<file path="config.mk">
export PLATFORM = sky130hd
export DESIGN_NAME = pend_scoreboard
export DESIGN_NICKNAME = d
export VERILOG_FILES = /design/src/rtl/pend_sb_pkg.sv /design/src/rtl/pend_sb_busyvec.sv /design/src/rtl/pend_sb_occ.sv /design/src/rtl/pend_sb_hazard.sv /design/src/rtl/pend_scoreboard.sv
export SDC_FILE = /design/constraint.sdc
export NUM_CORES = 1
export LEC_CHECK = 0
export ABC_CLOCK_PERIOD_IN_PS = 6100
export BUFFER_PORTS_ARGS = -buffer_cell sky130_fd_sc_hd__buf_4
export CORE_UTILIZATION = 52
export CTS_CLUSTER_SIZE = 14
export DETAILED_ROUTE_END_ITERATION = 6
export PLACE_DENSITY = 0.8
export SYNTH_ARGS = -nofsm -noshare
export SYNTH_HDL_FRONTEND = slang
export SYNTH_HIERARCHICAL = 1
export SYNTH_SLANG_ARGS = --single-unit
</file>
<file path="constraint.sdc">
create_clock -name clk -period 6.1 [get_ports clk]
set_clock_uncertainty 0.15 [all_clocks]
set_input_delay 0.61 -clock clk [delete_from_list [all_inputs] [get_ports clk]]
set_output_delay 0.61 -clock clk [all_outputs]
set_load 0.01 [all_outputs]
</file>
<file path="src/rtl/pend_sb_pkg.sv">
package pend_sb_pkg;

    // Occupancy of the pending-load tracker
    typedef enum logic [1:0] {
        OCC_EMPTY = 2'd0,
        OCC_PART  = 2'd1,
        OCC_FULL  = 2'd2
    } occ_state_t;

endpackage

</file>
<file path="src/rtl/pend_sb_busyvec.sv">
module pend_sb_busyvec #(
    parameter int NREG = 32,
    parameter int IW   = $clog2(NREG)
) (
    input  logic            clk,
    input  logic            rst_n,
    input  logic            set_en,
    input  logic [IW-1:0]   set_idx,
    input  logic            clr_en,
    input  logic [IW-1:0]   clr_idx,
    output logic [NREG-1:0] busy
);

    // One flag per register; a set in the same cycle as a clear wins
    for (genvar r = 0; r < NREG; r++) begin : g_flag
        logic hit_set;
        logic hit_clr;

        always_comb begin
            hit_set = set_en && (set_idx == IW'(r));
            hit_clr = clr_en && (clr_idx == IW'(r));
        end

        always_ff @(posedge clk) begin
            if (!rst_n) begin
                busy[r] <= 1'b0;
            end else if (hit_set) begin
                busy[r] <= 1'b1;
            end else if (hit_clr) begin
                busy[r] <= 1'b0;
            end
        end
    end

    // same-register clear and set leave the flag raised
    p_set_beats_clear_r8: assert property (@(posedge clk) disable iff (!rst_n)
        (set_en && clr_en && set_idx == clr_idx) |=> busy[$past(set_idx)]);

    // a clear with no colliding set drops the flag
    p_clear_drops_r3: assert property (@(posedge clk) disable iff (!rst_n)
        (clr_en && !(set_en && set_idx == clr_idx)) |=> !busy[$past(clr_idx)]);

endmodule

</file>
<file path="src/rtl/pend_sb_occ.sv">
module pend_sb_occ
    import pend_sb_pkg::*;
#(
    parameter int MAXP = 3,
    parameter int CW   = $clog2(MAXP + 1)
) (
    input  logic          clk,
    input  logic          rst_n,
    input  logic          inc,
    input  logic          dec,
    output logic [CW-1:0] count,
    output logic          full
);

    localparam logic [CW-1:0] MAXC = CW'(MAXP);

    occ_state_t    state_q;
    occ_state_t    state_d;
    logic [CW-1:0] cnt_d;

    always_comb begin
        cnt_d = count;
        if (inc && !dec) begin
            cnt_d = count + 1'b1;
        end else if (dec && !inc) begin
            cnt_d = count - 1'b1;
        end
    end

    // Transition logic
    always_comb begin
        state_d = state_q;
        unique case (state_q)
            OCC_EMPTY: begin
                if (inc) begin
                    state_d = (MAXP == 1) ? OCC_FULL : OCC_PART;
                end
            end
            OCC_PART: begin
                if (cnt_d == MAXC) begin
                    state_d = OCC_FULL;
                end else if (cnt_d == '0) begin
                    state_d = OCC_EMPTY;
                end
            end
            OCC_FULL: begin
                if (dec && !inc) begin
                    state_d = (MAXP == 1) ? OCC_EMPTY : OCC_PART;
                end
            end
            default: state_d = OCC_EMPTY;
        endcase
    end

    // State and count registers
    always_ff @(posedge clk) begin
        if (!rst_n) begin
            state_q <= OCC_EMPTY;
            count   <= '0;
        end else begin
            state_q <= state_d;
            count   <= cnt_d;
        end
    end

    // Output decode
    always_comb begin
        full = (state_q == OCC_FULL);
    end

    p_count_bound_r6: assert property (@(posedge clk) disable iff (!rst_n)
        count <= MAXC);

    p_full_means_limit_r6: assert property (@(posedge clk) disable iff (!rst_n)
        full |-> (count == MAXC));

    p_empty_means_zero_r1: assert property (@(posedge clk) disable iff (!rst_n)
        (state_q == OCC_EMPTY) |-> (count == '0));

    p_no_underflow_r10: assert property (@(posedge clk) disable iff (!rst_n)
        (state_q == OCC_EMPTY) |-> !dec);

endmodule

</file>
<file path="src/rtl/pend_sb_hazard.sv">
module pend_sb_hazard #(
    parameter int NREG  = 32,
    parameter int IW    = $clog2(NREG),
    parameter int LANES = 3
) (
    input  logic [NREG-1:0]     busy,
    input  logic [LANES-1:0]    lane_en,
    input  logic [LANES*IW-1:0] lane_idx,
    output logic                stall
);

    logic [LANES-1:0] lane_hit;

    for (genvar l = 0; l < LANES; l++) begin : g_lane
        always_comb begin
            lane_hit[l] = lane_en[l] && busy[lane_idx[l*IW +: IW]];
        end
    end

    always_comb begin
        stall = |lane_hit;
    end

    // a stall always has an enabled lane behind it
    always_comb begin
        a_stall_needs_lane_r4: assert (!stall || (|lane_en));
    end

endmodule

</file>
<file path="src/rtl/pend_scoreboard.sv">
module pend_scoreboard #(
    parameter int NREG     = 32,
    parameter int MAX_PEND = 3,
    parameter int LANES    = 3,
    parameter int IW       = $clog2(NREG)
) (
    input  logic                clk,
    input  logic                rst_n,
    input  logic                ld_valid,
    input  logic [IW-1:0]       ld_reg,
    output logic                ld_accept,
    input  logic                wb_valid,
    input  logic [IW-1:0]       wb_reg,
    output logic                wb_err,
    input  logic [LANES-1:0]    chk_en,
    input  logic [LANES*IW-1:0] chk_regs,
    output logic                stall,
    output logic                full
);

    localparam int CW = $clog2(MAX_PEND + 1);

    logic [NREG-1:0] busy;
    logic [CW-1:0]   pend_cnt;
    logic            wb_good;
    logic            wb_same;
    logic            room;

    // Admission and retirement decisions
    always_comb begin
        wb_good   = wb_valid && busy[wb_reg];
        wb_err    = wb_valid && !busy[wb_reg];
        wb_same   = wb_good && (wb_reg == ld_reg);
        room      = !full || wb_good;
        ld_accept = ld_valid && room && (!busy[ld_reg] || wb_same);
    end

    pend_sb_busyvec #(
        .NREG (NREG),
        .IW   (IW)
    ) u_flags (
        .clk     (clk),
        .rst_n   (rst_n),
        .set_en  (ld_accept),
        .set_idx (ld_reg),
        .clr_en  (wb_good),
        .clr_idx (wb_reg),
        .busy    (busy)
    );

    pend_sb_occ #(
        .MAXP (MAX_PEND),
        .CW   (CW)
    ) u_occ (
        .clk   (clk),
        .rst_n (rst_n),
        .inc   (ld_accept),
        .dec   (wb_good),
        .count (pend_cnt),
        .full  (full)
    );

    pend_sb_hazard #(
        .NREG  (NREG),
        .IW    (IW),
        .LANES (LANES)
    ) u_hazard (
        .busy     (busy),
        .lane_en  (chk_en),
        .lane_idx (chk_regs),
        .stall    (stall)
    );

    // flags and pending count agree
    p_flags_match_count_r6: assert property (@(posedge clk) disable iff (!rst_n)
        $countones(busy) == int'(pend_cnt));

    // no admission when full and nothing retires
    p_no_admit_when_full_r6: assert property (@(posedge clk) disable iff (!rst_n)
        (full && !wb_valid) |-> !ld_accept);

    // an admitted load shows up busy next cycle
    p_load_marks_r2: assert property (@(posedge clk) disable iff (!rst_n)
        ld_accept |=> busy[$past(ld_reg)]);

    // an unmatched completion with no load leaves everything untouched
    p_err_is_quiet_r10: assert property (@(posedge clk) disable iff (!rst_n)
        (wb_err && !ld_accept) |=> $stable(busy));

    // a refused load does not disturb a flag it names
    p_refused_no_change_r9: assert property (@(posedge clk) disable iff (!rst_n)
        (ld_valid && !ld_accept && !wb_valid) |=> $stable(busy));

endmodule

</file>
Yosys cells after proc, flatten, opt, wreduce, memory -nomap -nowiden

Cells that the tools add are included.
W data, S select, Z words.

Multiplexer cells: 81
Reduce and logical (&&, ||, !) cells: 119
Magnitude comparators: 5
Equality and inequality tests: 69
Add/subtract/negate cells: 2

Operator list:

| cell                  | number |
|---|---|
| $eq A5 B5 Y1 const B  | 32 |
| $eq A5 B4 Y1 const B  | 16 |
| $logic_and A1 B1 Y1   | 74 |
| $mux W1               | 69 |
| $reduce_bool A2 Y1    | 32 |
| $eq A5 B3 Y1 const B  | 8 |
| $lt A5 B6 Y1 const B  | 5 |
| $bmux W1 S5           | 5 |
| $eq A5 B2 Y1 const B  | 4 |
| $mux W2               | 6 |
| $eq A5 B1 Y1 const B  | 2 |
| $logic_not A5 Y1      | 2 |
| $pmux W2 S3           | 1 |
| $eq A5 B5 Y1          | 1 |
| $logic_not A1 Y1      | 5 |
| $eq A2 B2 Y1 const B  | 2 |
| $logic_not A2 Y1      | 2 |
| $ne A3 B1 Y1 const B  | 1 |
| $reduce_and A3 Y1     | 1 |
| $reduce_or A3 Y1      | 1 |
| $add A2 B1 Y2 const B | 1 |
| $eq A2 B1 Y1 const B  | 1 |
| $logic_or A1 B1 Y1    | 2 |
| $ne A2 B1 Y1 const B  | 1 |
| other kinds (2)       | 2 |

Output and inout port bits: 4
Register bits after elaboration: 36
Word-level logic and storage cells: 310

Logic depth before layout (Yosys ltp)

Gate-level depths: netlist of the first run.

Depth after elaboration: 14
Mapped depth: 15
Mapped depth without buffers: 13

Cells and area by module

Netlist of the first run, hierarchy kept.

Modules (own cells, without submodules):

| module          | cells an instance | instances | area each (sq um) |
|---|---|---|---|
| pend_sb_busyvec | 136               | 1         | 1371.3 |
| pend_sb_hazard  | 55                | 1         | 772.0 |
| pend_scoreboard | 98                | 1         | 735.7 |
| pend_sb_occ     | 25                | 1         | 216.5 |

Least setup slack after synthesis of the first run

Ideal clock, no wire load.

Path type: input to register
Start point: input port ld_reg[2]
End point: register u_occ.state_q[1]
Required time: 5886 ps
Arrival: 2928 ps
Setup time: 64 ps
Slack: 2958 ps
Cell stages on the path: 14
Cell sequence: buf_6 -> mux2i_1 -> a22oi_1 -> and3_1 -> a31o_1 -> nor4_1 -> a41o_1 -> and3b_1 -> o21a_1 -> nor2_1 -> ha_1 -> nand4bb_1 -> o31a_1 -> nor2_1

Word-level cells in the longest chain between the ends: 12
Elaborated cells between the ends (all ways): 20
Classes of those cells: eq/ne (5); mux (6); reduce/logical (9)

RTL lines:

| what                                                              | RTL line                             | RTL |
|---|---|---|
| start, declared                                                   | pend_scoreboard.sv:10                | `input logic [IW-1:0] ld_reg,` |
| $bmux W1 S5                                                       | pend_scoreboard.sv:35                | `ld_accept = ld_valid && room && (!busy[ld_reg] \|\| wb_same);` |
| $mux W1 (implied by the code)                                     | pend_scoreboard.sv:35                |  |
| $logic_not A1 Y1                                                  | pend_scoreboard.sv:35                |  |
| $logic_or A1 B1 Y1 *                                              | pend_scoreboard.sv:35                |  |
| $logic_and A1 B1 Y1 *                                             | pend_scoreboard.sv:35                |  |
| named net ld_accept                                               | pend_scoreboard.sv:11                | `output logic ld_accept,` |
| $logic_not A1 Y1                                                  | pend_sb_occ.sv:25                    | `end else if (dec && !inc) begin` |
| $logic_and A1 B1 Y1                                               | pend_sb_occ.sv:25                    |  |
| $mux W2                                                           | pend_sb_occ.sv:25                    |  |
| $mux W2 *                                                         | pend_sb_occ.sv:23                    | `if (inc && !dec) begin` |
| named net u_occ.cnt_d[1]                                          | pend_sb_occ.sv:19                    | `logic [CW-1:0] cnt_d;` |
| $eq A2 B2 Y1 / $logic_not A2 Y1 (equally long branches)           | pend_sb_occ.sv:40, pend_sb_occ.sv:42 |  |
| $ne A3 B1 Y1 (no line) / $mux W2 (equally long branches)          | -                                    |  |
| $reduce_and A3 Y1 (no line) / $pmux W2 S3 (equally long branches) | -                                    |  |
| end signal, assigned                                              | pend_sb_occ.sv:61                    | `state_q <= state_d;` |
| end, declared                                                     | pend_sb_occ.sv:17                    | `occ_state_t state_q;` |

Mark *: on every way through the listed nets, which the timed path passes. The rest lies on a longest branch. The select of a mux whose other input is x is not followed.
A chain may end at the register's enable or synchronous reset.

Worst setup path in the final report of the first run

Start point: input port wb_reg[1]
End point: register u_occ.state_q[1]

Word-level cells in the longest chain between the ends: 13
Elaborated cells between the ends (all ways): 23
Classes of those cells: eq/ne (5); mux (6); reduce/logical (12)

RTL lines:

| what                                                              | RTL line                                     | RTL |
|---|---|---|
| start, declared                                                   | pend_scoreboard.sv:13                        | `input logic [IW-1:0] wb_reg,` |
| $bmux W1 S5 *                                                     | pend_scoreboard.sv:31                        | `wb_good = wb_valid && busy[wb_reg];` |
| $mux W1 (implied by the code) *                                   | pend_scoreboard.sv:31                        |  |
| $logic_and A1 B1 Y1 *                                             | pend_scoreboard.sv:31                        |  |
| named net wb_good                                                 | pend_scoreboard.sv:25                        | `logic wb_good;` |
| $logic_or A1 B1 Y1 / $logic_and A1 B1 Y1 (equally long branches)  | pend_scoreboard.sv:34, pend_scoreboard.sv:33 |  |
| $logic_and A1 B1 Y1 / $logic_or A1 B1 Y1 (equally long branches)  | pend_scoreboard.sv:35                        |  |
| $logic_and A1 B1 Y1                                               | pend_scoreboard.sv:35                        |  |
| $logic_not A1 Y1                                                  | pend_sb_occ.sv:25                            |  |
| $logic_and A1 B1 Y1                                               | pend_sb_occ.sv:25                            |  |
| $mux W2                                                           | pend_sb_occ.sv:25                            |  |
| $mux W2 *                                                         | pend_sb_occ.sv:23                            |  |
| named net u_occ.cnt_d[1]                                          | pend_sb_occ.sv:19                            |  |
| $eq A2 B2 Y1 / $logic_not A2 Y1 (equally long branches)           | pend_sb_occ.sv:40, pend_sb_occ.sv:42         |  |
| $ne A3 B1 Y1 (no line) / $mux W2 (equally long branches)          | -                                            |  |
| $reduce_and A3 Y1 (no line) / $pmux W2 S3 (equally long branches) | -                                            |  |

Marks and branches as above.

==> results of run 1 <==
cells in the final DEF (no fill, tap or decap), types with 2 or more instances in the layout:
cell type  Yosys  routed
a211oi_1       5       5
a21oi_1        7       7
a221oi_1       4       4
a22oi_1        7       7
a32o_1        16      16
and2_1         5       5
and2b_1        2       2
and3_1         2       2
and4bb_1       2       2
buf_4          2      35
clkbuf_8       0       5
dfxtp_1       36      36
inv_1          6       6
mux2i_1       29      29
mux4_2        27      27
nand2_1       30      30
nand2b_1       6       6
nand3_1       10      10
nand4_1        4       4
nand4b_1       7       7
nor2_1        13      13
nor2b_1       10      10
nor3_1         4       4
nor3b_1        2       2
nor3b_2        2       2
o211ai_1      14      14
o21ai_0       12      12
o21ai_1        5       5
o311ai_1       4       4
or2_2          2       2
xnor2_1        4       4
xor2_1         3       3
worst max-delay path by stage:
stage                       end  slack [ns]  depth (start not counted)
4_1_cts        u_occ/state_q[1]        2.80                         14
6_report       u_occ/state_q[1]        2.77                         13
3_5_place_dp   u_occ/state_q[0]        2.48                         13
5_1_grt        u_occ/state_q[0]        2.50                         13
3_3_place_gp   u_occ/state_q[1]        2.60                         14
2_1_floorplan  u_occ/state_q[1]        2.96                         14
area by class of cell:
type | count | area (µm²)
fill | 492 | 2160
multi-input combinational | 256 | 2240
clock inverter | 3 | 42.5
sequential | 36 | 721
inverter | 6 | 22.5
clock buffer | 5 | 68.8
tap | 72 | 90.1
timing repair buffer | 35 | 263
worst max-delay path, delay by kind of cell:
kind	cells	cell delay [ns]
and+or+nand+nor	8	1.51
AOI/OAI and AO/OA	2	0.47
buffers and inverters	1	0.35
adders and majority gates	1	0.30
muxes	1	0.14
power by group:
group / leakage [nW] / total, mW / switching, mW / internal (mW)
clock network: 0.0541 / 0.213 / 0.0922 / 0.121
registers: 0.291 / 0.252 / 0.0101 / 0.242
logic: 0.879 / 0.139 / 0.0754 / 0.0632
total: 1.22 / 0.604 / 0.178 / 0.426
sequential cells by signal (all words and copies together), names as in the netlist:
register and count:
u_occ/count 2, u_flags/busy 32, u_occ/state_q 2
metal layers:
| metal | part of all wire (%) | vias to the layer above | wire length [µm] | global-route usage [%] |
|---|---|---|---|---|
| met5 | 0 | - | 0 | 0 |
| met4 | 4.5 | 0 | 418 | 20.4 |
| met3 | 9.3 | 49 | 873 | 4.71 |
| met2 | 46 | 210 | 4310 | 48.0 |
| met1 | 40 | 1413 | 3780 | 42.1 |
| li1 | - | 1326 | - | - |
cells by family after synthesis:
kind of cell | after synthesis
AOI/OAI and AO/OA | 82
buffers and inverters | 22
and+or+nand+nor | 109
muxes | 57
xor gates and xnor gates | 7
adders and majority gates | 1
DFF | 36
stage by stage:
stage	area [µm²]	setup slack (ns)	hold WS (ns)
after floorplan	3100	2.96	0.303
after global placement	3340	2.60	0.313
after detailed placement	3340	2.48	0.339
after CTS	3450	2.80	0.342
after global routing	3450	2.50	0.371
final	3450	2.77	0.339
==> flow_summary.json, run 1 <==
{
  "slowest_delay_ns": 0.40,
  "nNetsFinal": 373,
  "total_power_uw": 604,
  "min_delay_path_depth": 2,
  "start_util_pct": 55.2,
  "routed_via_density": 7.26,
  "grt_pass1_wl_um": 14900,
  "io_buffers": 35,
  "max-slew-margin-rel_pct": 59.5,
  "r2r_end": "u_occ/state_q[1]",
  "drive_above_1_share_pct": 23.5,
  "avgSynthCellArea_um2": 9.86,
  "cts_tree": "yes",
  "ir_drop_mv": 0.138,
  "cts_resized": 0,
  "synthArstFlopShare_pct": 0,
  "grt_remaining_overflow": 0,
  "detail-route-antenna-nets": 0,
  "synth-seq-cells": 36,
  "num_rows": 27,
  "layoutNonFillerInstCount": 413,
  "fin_setup_tns_ns": 0,
  "cp-start-kind": "input pin",
  "synth_area_leaders": "dfxtp_1 23%, mux4_2 20%, mux2i_1 9.4%",
  "fp.coreArea_mm2": 0.00561,
  "die_x_um": 79.2,
  "synth_edf_count": 0,
  "max_freq_ghz": 0.301,
  "dp_hpwl_um": 6520,
  "grt_pass1_vias": 2825,
  "cts_sinks": 36,
  "first_pass_iters": 5,
  "groute.usage.overall_pct": 31.7,
  "r2r-start": "u_flags/busy[28]",
  "synth_xor_area_share_pct": 1.98,
  "floorplan.die.height_um": 79.2,
  "cts-root-buf": "clkbuf_8",
  "synth_commonest_cells": "36 x dfxtp_1, 30 x nand2_1, 29 x mux2i_1, 27 x mux4_2, 16 x a32o_1",
  "htree_levels": 2,
  "yosys.area_share.adder_pct": 0.404,
  "cts_buffer_depth": 2,
  "drcViolationCount": 0,
  "syn_nets": 347,
  "arrival_ns": 3.41,
  "cpMaxStageDelayCell": "and2_1",
  "setup.worst_path.class": "in -> reg",
  "area_growth_pct": 11.5,
  "worstPathCellList": "buf_4 -> mux2i_1 -> a221oi_1 -> nand4_1 -> nand4_1 -> and2_1 -> and3b_1 -> nor3_1 -> nor2_1 -> ha_1 -> nand4bb_1 -> o31a_1 -> nor2_1",
  "place_congestion": 0.971,
  "min_to": "u_occ/state_q[0]",
  "synth_cells": 314,
  "hold_viol": 0,
  "min_from": "u_occ/state_q[1]",
  "seq_area_frac_synth_pct": 23.3,
  "synthSimpleGateAreaFrac_pct": 20.9,
  "insertion_delay_ns": 0.30,
  "cp-end-kind": "flip-flop",
  "muxShareOfSynthArea_pct": 29.4,
  "hp-class": "reg -> reg",
  "tightest_slew_ns": 0.603,
  "dieArea_mm2": 0.00627,
  "wire_per_inst_um": 22.7,
  "rsz0062_at_grt": "no",
  "grt_max_degree": 41,
  "antenna_found_initial": 0,
  "routed_wl_um": 9390,
  "postCtsSetupRepairBufs": 0,
  "leakage_nw": 1.22,
  "crit_start": "wb_reg[1]",
  "pin_count": 36,
  "cp_max_fo": 35,
  "synth_cell_type_count": 54,
  "drt_iter0_markers": 411,
  "synth_top_area_cell": "dfxtp_1",
  "clk_pin_slew_ns": 0.07,
  "outcome": "completed",
  "ys_warn_count": 6,
  "power-per-cell-area_mw_per_mm2": 175,
  "synth_ff_type": "dfxtp_1",
  "report.final.slew_viol_count": 0,
  "fin_util_pct": 61.6,
  "synth_compound_area_share_pct": 19.8,
  "place_inst": 405,
  "timing.final.crit_period_ns": 3.33,
  "diodes": 0,
  "cp.required_ns": 6.19,
  "synth.most_common_cell": "dfxtp_1",
  "cts_buffers": 5,
  "fin_crit_sh_pct": 54.5,
  "setup_violations": 0,
  "syn_area_mm2": 0.00310,
  "reg2reg_depth": 13,
  "rrSetupSlack_ns": 2.91,
  "drv_cap": 0,
  "synth_top_family_by_area": "multiplexers",
  "dr_total_vias": 2998,
  "postCtsHoldBufs": 0,
  "synth_top_area_share_pct": 23.3
}
Note: power is estimated with default switching activity, not from simulation.
==> inputs of run 2 (changes only) <==
Settings changed: ABC_AREA from default to 1, ABC_CLOCK_PERIOD_IN_PS 6100 to 2900, PLACE_DENSITY 0.8 to 0.82.
Clock period 6.1 ns to 2.9 ns, I/O delays scaled along.
==> run 2 against run 1 <==
Against the previous run:
- the flow now finishes with violations (design-rule violations)
- area after synthesis up 18%
- utilization down 1.7 points
- total power up 120%
- largest cell class unchanged
==> flow_summary.json, run 2 <==
{
  "outcome": "finished, violations left",
  "violations": "design-rule violations",
  "hold_viol": 0,
  "diodes": 0,
  "r2r_end": "u_occ/state_q[1]",
  "area_growth_pct": 11.5,
  "cts_resized": 0,
  "place_inst": 761,
  "leakage_nw": 1.64,
  "groute.usage.overall_pct": 35.3,
  "cp-start-kind": "flip-flop",
  "arrival_ns": 2.73,
  "pin_count": 36,
  "grt_pass1_vias": 4040,
  "wire_per_inst_um": 16.8,
  "grt_pass1_wl_um": 20200,
  "drv_cap": 0,
  "ys_warn_count": 6,
  "r2r-start": "u_flags/busy[20]",
  "reg2reg_depth": 19,
  "num_rows": 30,
  "rsz0062_at_grt": "no",
  "synth.most_common_cell": "nand2_1",
  "floorplan.die.height_um": 85.7,
  "routed_wl_um": 12900,
  "dr_total_vias": 4699,
  "rrSetupSlack_ns": 0.24,
  "die_x_um": 85.7,
  "final_common_cell": "nand2_1",
  "drcViolationCount": 2,
  "timing.final.crit_period_ns": 2.66,
  "detail-route-antenna-nets": 0,
  "fill_cells": 673,
  "cts_tree": "yes",
  "max-slew-margin-rel_pct": 69.4,
  "synth-seq-cells": 36,
  "io_buffers": 35,
  "report.final.slew_viol_count": 0,
  "synth_commonest_cells": "232 x nand2_1, 143 x nand3_1, 46 x nor2_1, 36 x dfxtp_1, 27 x inv_1",
  "place_congestion": 1.03,
  "crit_start": "u_flags/busy[20]",
  "fp.coreArea_mm2": 0.00679,
  "final_cell_mix": "232 x nand2_1, 143 x nand3_1, 58 x buf_4, 46 x nor2_1, 27 x inv_1",
  "setup.worst_path.class": "reg -> reg",
  "ir_drop_mv": 0.337,
  "avgSynthCellArea_um2": 5.74,
  "cts_sinks": 36,
  "total_power_mw": 1.32,
  "cts-root-buf": "clkbuf_8",
  "max_freq_ghz": 0.376,
  "dp_hpwl_um": 9080,
  "hp-class": "in -> reg",
  "syn_area_mm2": 0.00364,
  "hold_ws_ns": 0.138,
  "synth_top_area_cell": "nand2_1",
  "synth_top_area_share_pct": 23.9,
  "synth_cell_type_count": 31,
  "synth_edf_count": 0,
  "synthArstFlopShare_pct": 0,
  "cp.required_ns": 2.97,
  "clk_pin_slew_ns": 0.08,
  "antenna_found_initial": 0,
  "fin_setup_tns_ns": 0,
  "nNetsFinal": 705,
  "cp_max_fo": 5,
  "layoutNonFillerInstCount": 769,
  "synth_area_leaders": "nand2_1 24%, dfxtp_1 20%, nand3_1 20%",
  "fin_util_pct": 59.8,
  "postCtsSetupRepairBufs": 0,
  "drive_above_1_share_pct": 21.1,
  "seq_area_frac_synth_pct": 19.8,
  "dieArea_mm2": 0.00735,
  "cts_buffer_depth": 2,
  "fin_crit_sh_pct": 91.7,
  "largest_reg_flops": 32,
  "routed_via_density": 6.11,
  "min_from": "rst_n",
  "synth_cells": 635,
  "cts_buffers": 5,
  "endpoint": "u_occ/state_q[1]",
  "power-per-cell-area_mw_per_mm2": 326,
  "start_util_pct": 53.6,
  "grt_remaining_overflow": 0,
  "synth_ff_type": "dfxtp_1",
  "htree_levels": 2,
  "tightest_slew_ns": 0.458,
  "grt_max_degree": 33,
  "reg.largest.list": "u_flags/busy (32), u_occ/count (2), u_occ/state_q (2)",
  "setup_violations": 0,
  "insertion_delay_ns": 0.29,
  "drt_iter0_markers": 609,
  "first_pass_iters": 7,
  "top_register": "u_flags/busy",
  "cp-end-kind": "flip-flop",
  "postCtsHoldBufs": 0,
  "syn_nets": 668
}
run 2: changes by cell type after synthesis, sizes merged, moves of 27 or more:
| cell | change |
|---|---|
| a21oi | +29 |
| inv | +38 |
| mux2i | -29 |
| mux4 | -27 |
| nand2 | +223 |
| nand3 | +137 |
| nor2 | +44 |
run 2: per-layer routing:
| metal | GRT usage [%] | part of all wire, % | vias up |
|---|---|---|---|
| li1 | - | - | 2152 |
| met1 | 46.3 | 37 | 2126 |
| met2 | 54.1 | 45 | 358 |
| met3 | 6.83 | 13 | 63 |
| met4 | 20.2 | 4.6 | 0 |
| met5 | 0 | 0 | - |
run 2: per-stage QoR:
stage,area [µm²],setup WS (ns)
after floorplan,3640,0.409
after global placement,3940,0.284
after detailed placement,3940,0.131
after CTS,4050,0.164
after global routing,4070,0.0125
final,4070,0.239
run 2: layout make-up:
class / count / area, µm² / share of cell area [%]
Clock inverter: 3 / 42.5 / 1.05
Clock buffer: 5 / 68.8 / 1.69
Sequential cell: 36 / 734 / 18.1
Timing Repair Buffer: 58 / 435 / 10.7
Multi-Input combinational cell: 527 / 2480 / 60.9
Inverter: 44 / 188 / 4.62
Tap cell: 96 / 120 / 2.95
run 2: logic make-up (layout without fill, tap and decap cells):
family,Yosys count,in the layout,synth area share (%)
xor gates and xnor gates,1,1,0.240
adders and majority gates,1,1,0.343
buffers and inverters,72,110,12.3
AOI/OAI and AO/OA,65,65,11.0
DFF,36,36,19.8
and+or+nand+nor,460,460,56.4
run 2: how the worst min path moves through the flow:
stage	endpoint	slack, ns	cells after the start
after floorplan	u_occ/state_q[0]	0.28	2
after global placement	u_occ/count[1]	0.32	2
after detailed placement	u_occ/count[1]	0.33	2
after CTS	u_occ/state_q[0]	0.13	3
after global routing	u_occ/state_q[0]	0.15	3
final	u_occ/state_q[0]	0.14	3
run 2: where the power goes:
part           switching, mW  internal, mW  leakage, nW
Clock                  0.188         0.254       0.0541
Sequential            0.0111         0.505        0.296
Combinational          0.243         0.124         1.29
Total                  0.442         0.883         1.64
run 2: critical path, cell delays in order (launching register included):
cell and delay [ns]:
dfxtp_1 0.51, nand2_2 0.08, nand3_1 0.07, nand3_1 0.07, nand2_1 0.09, nand2_1 0.06
nand3_2 0.07, nand3_2 0.09, nand2_1 0.08, nand2_1 0.06, nor2_2 0.22, inv_2 0.06
nand2_2 0.10, nand2_2 0.07, nand3_1 0.11, nand2_1 0.09, ha_1 0.30, nor2_1 0.11
nand3_1 0.08, a21oi_1 0.12
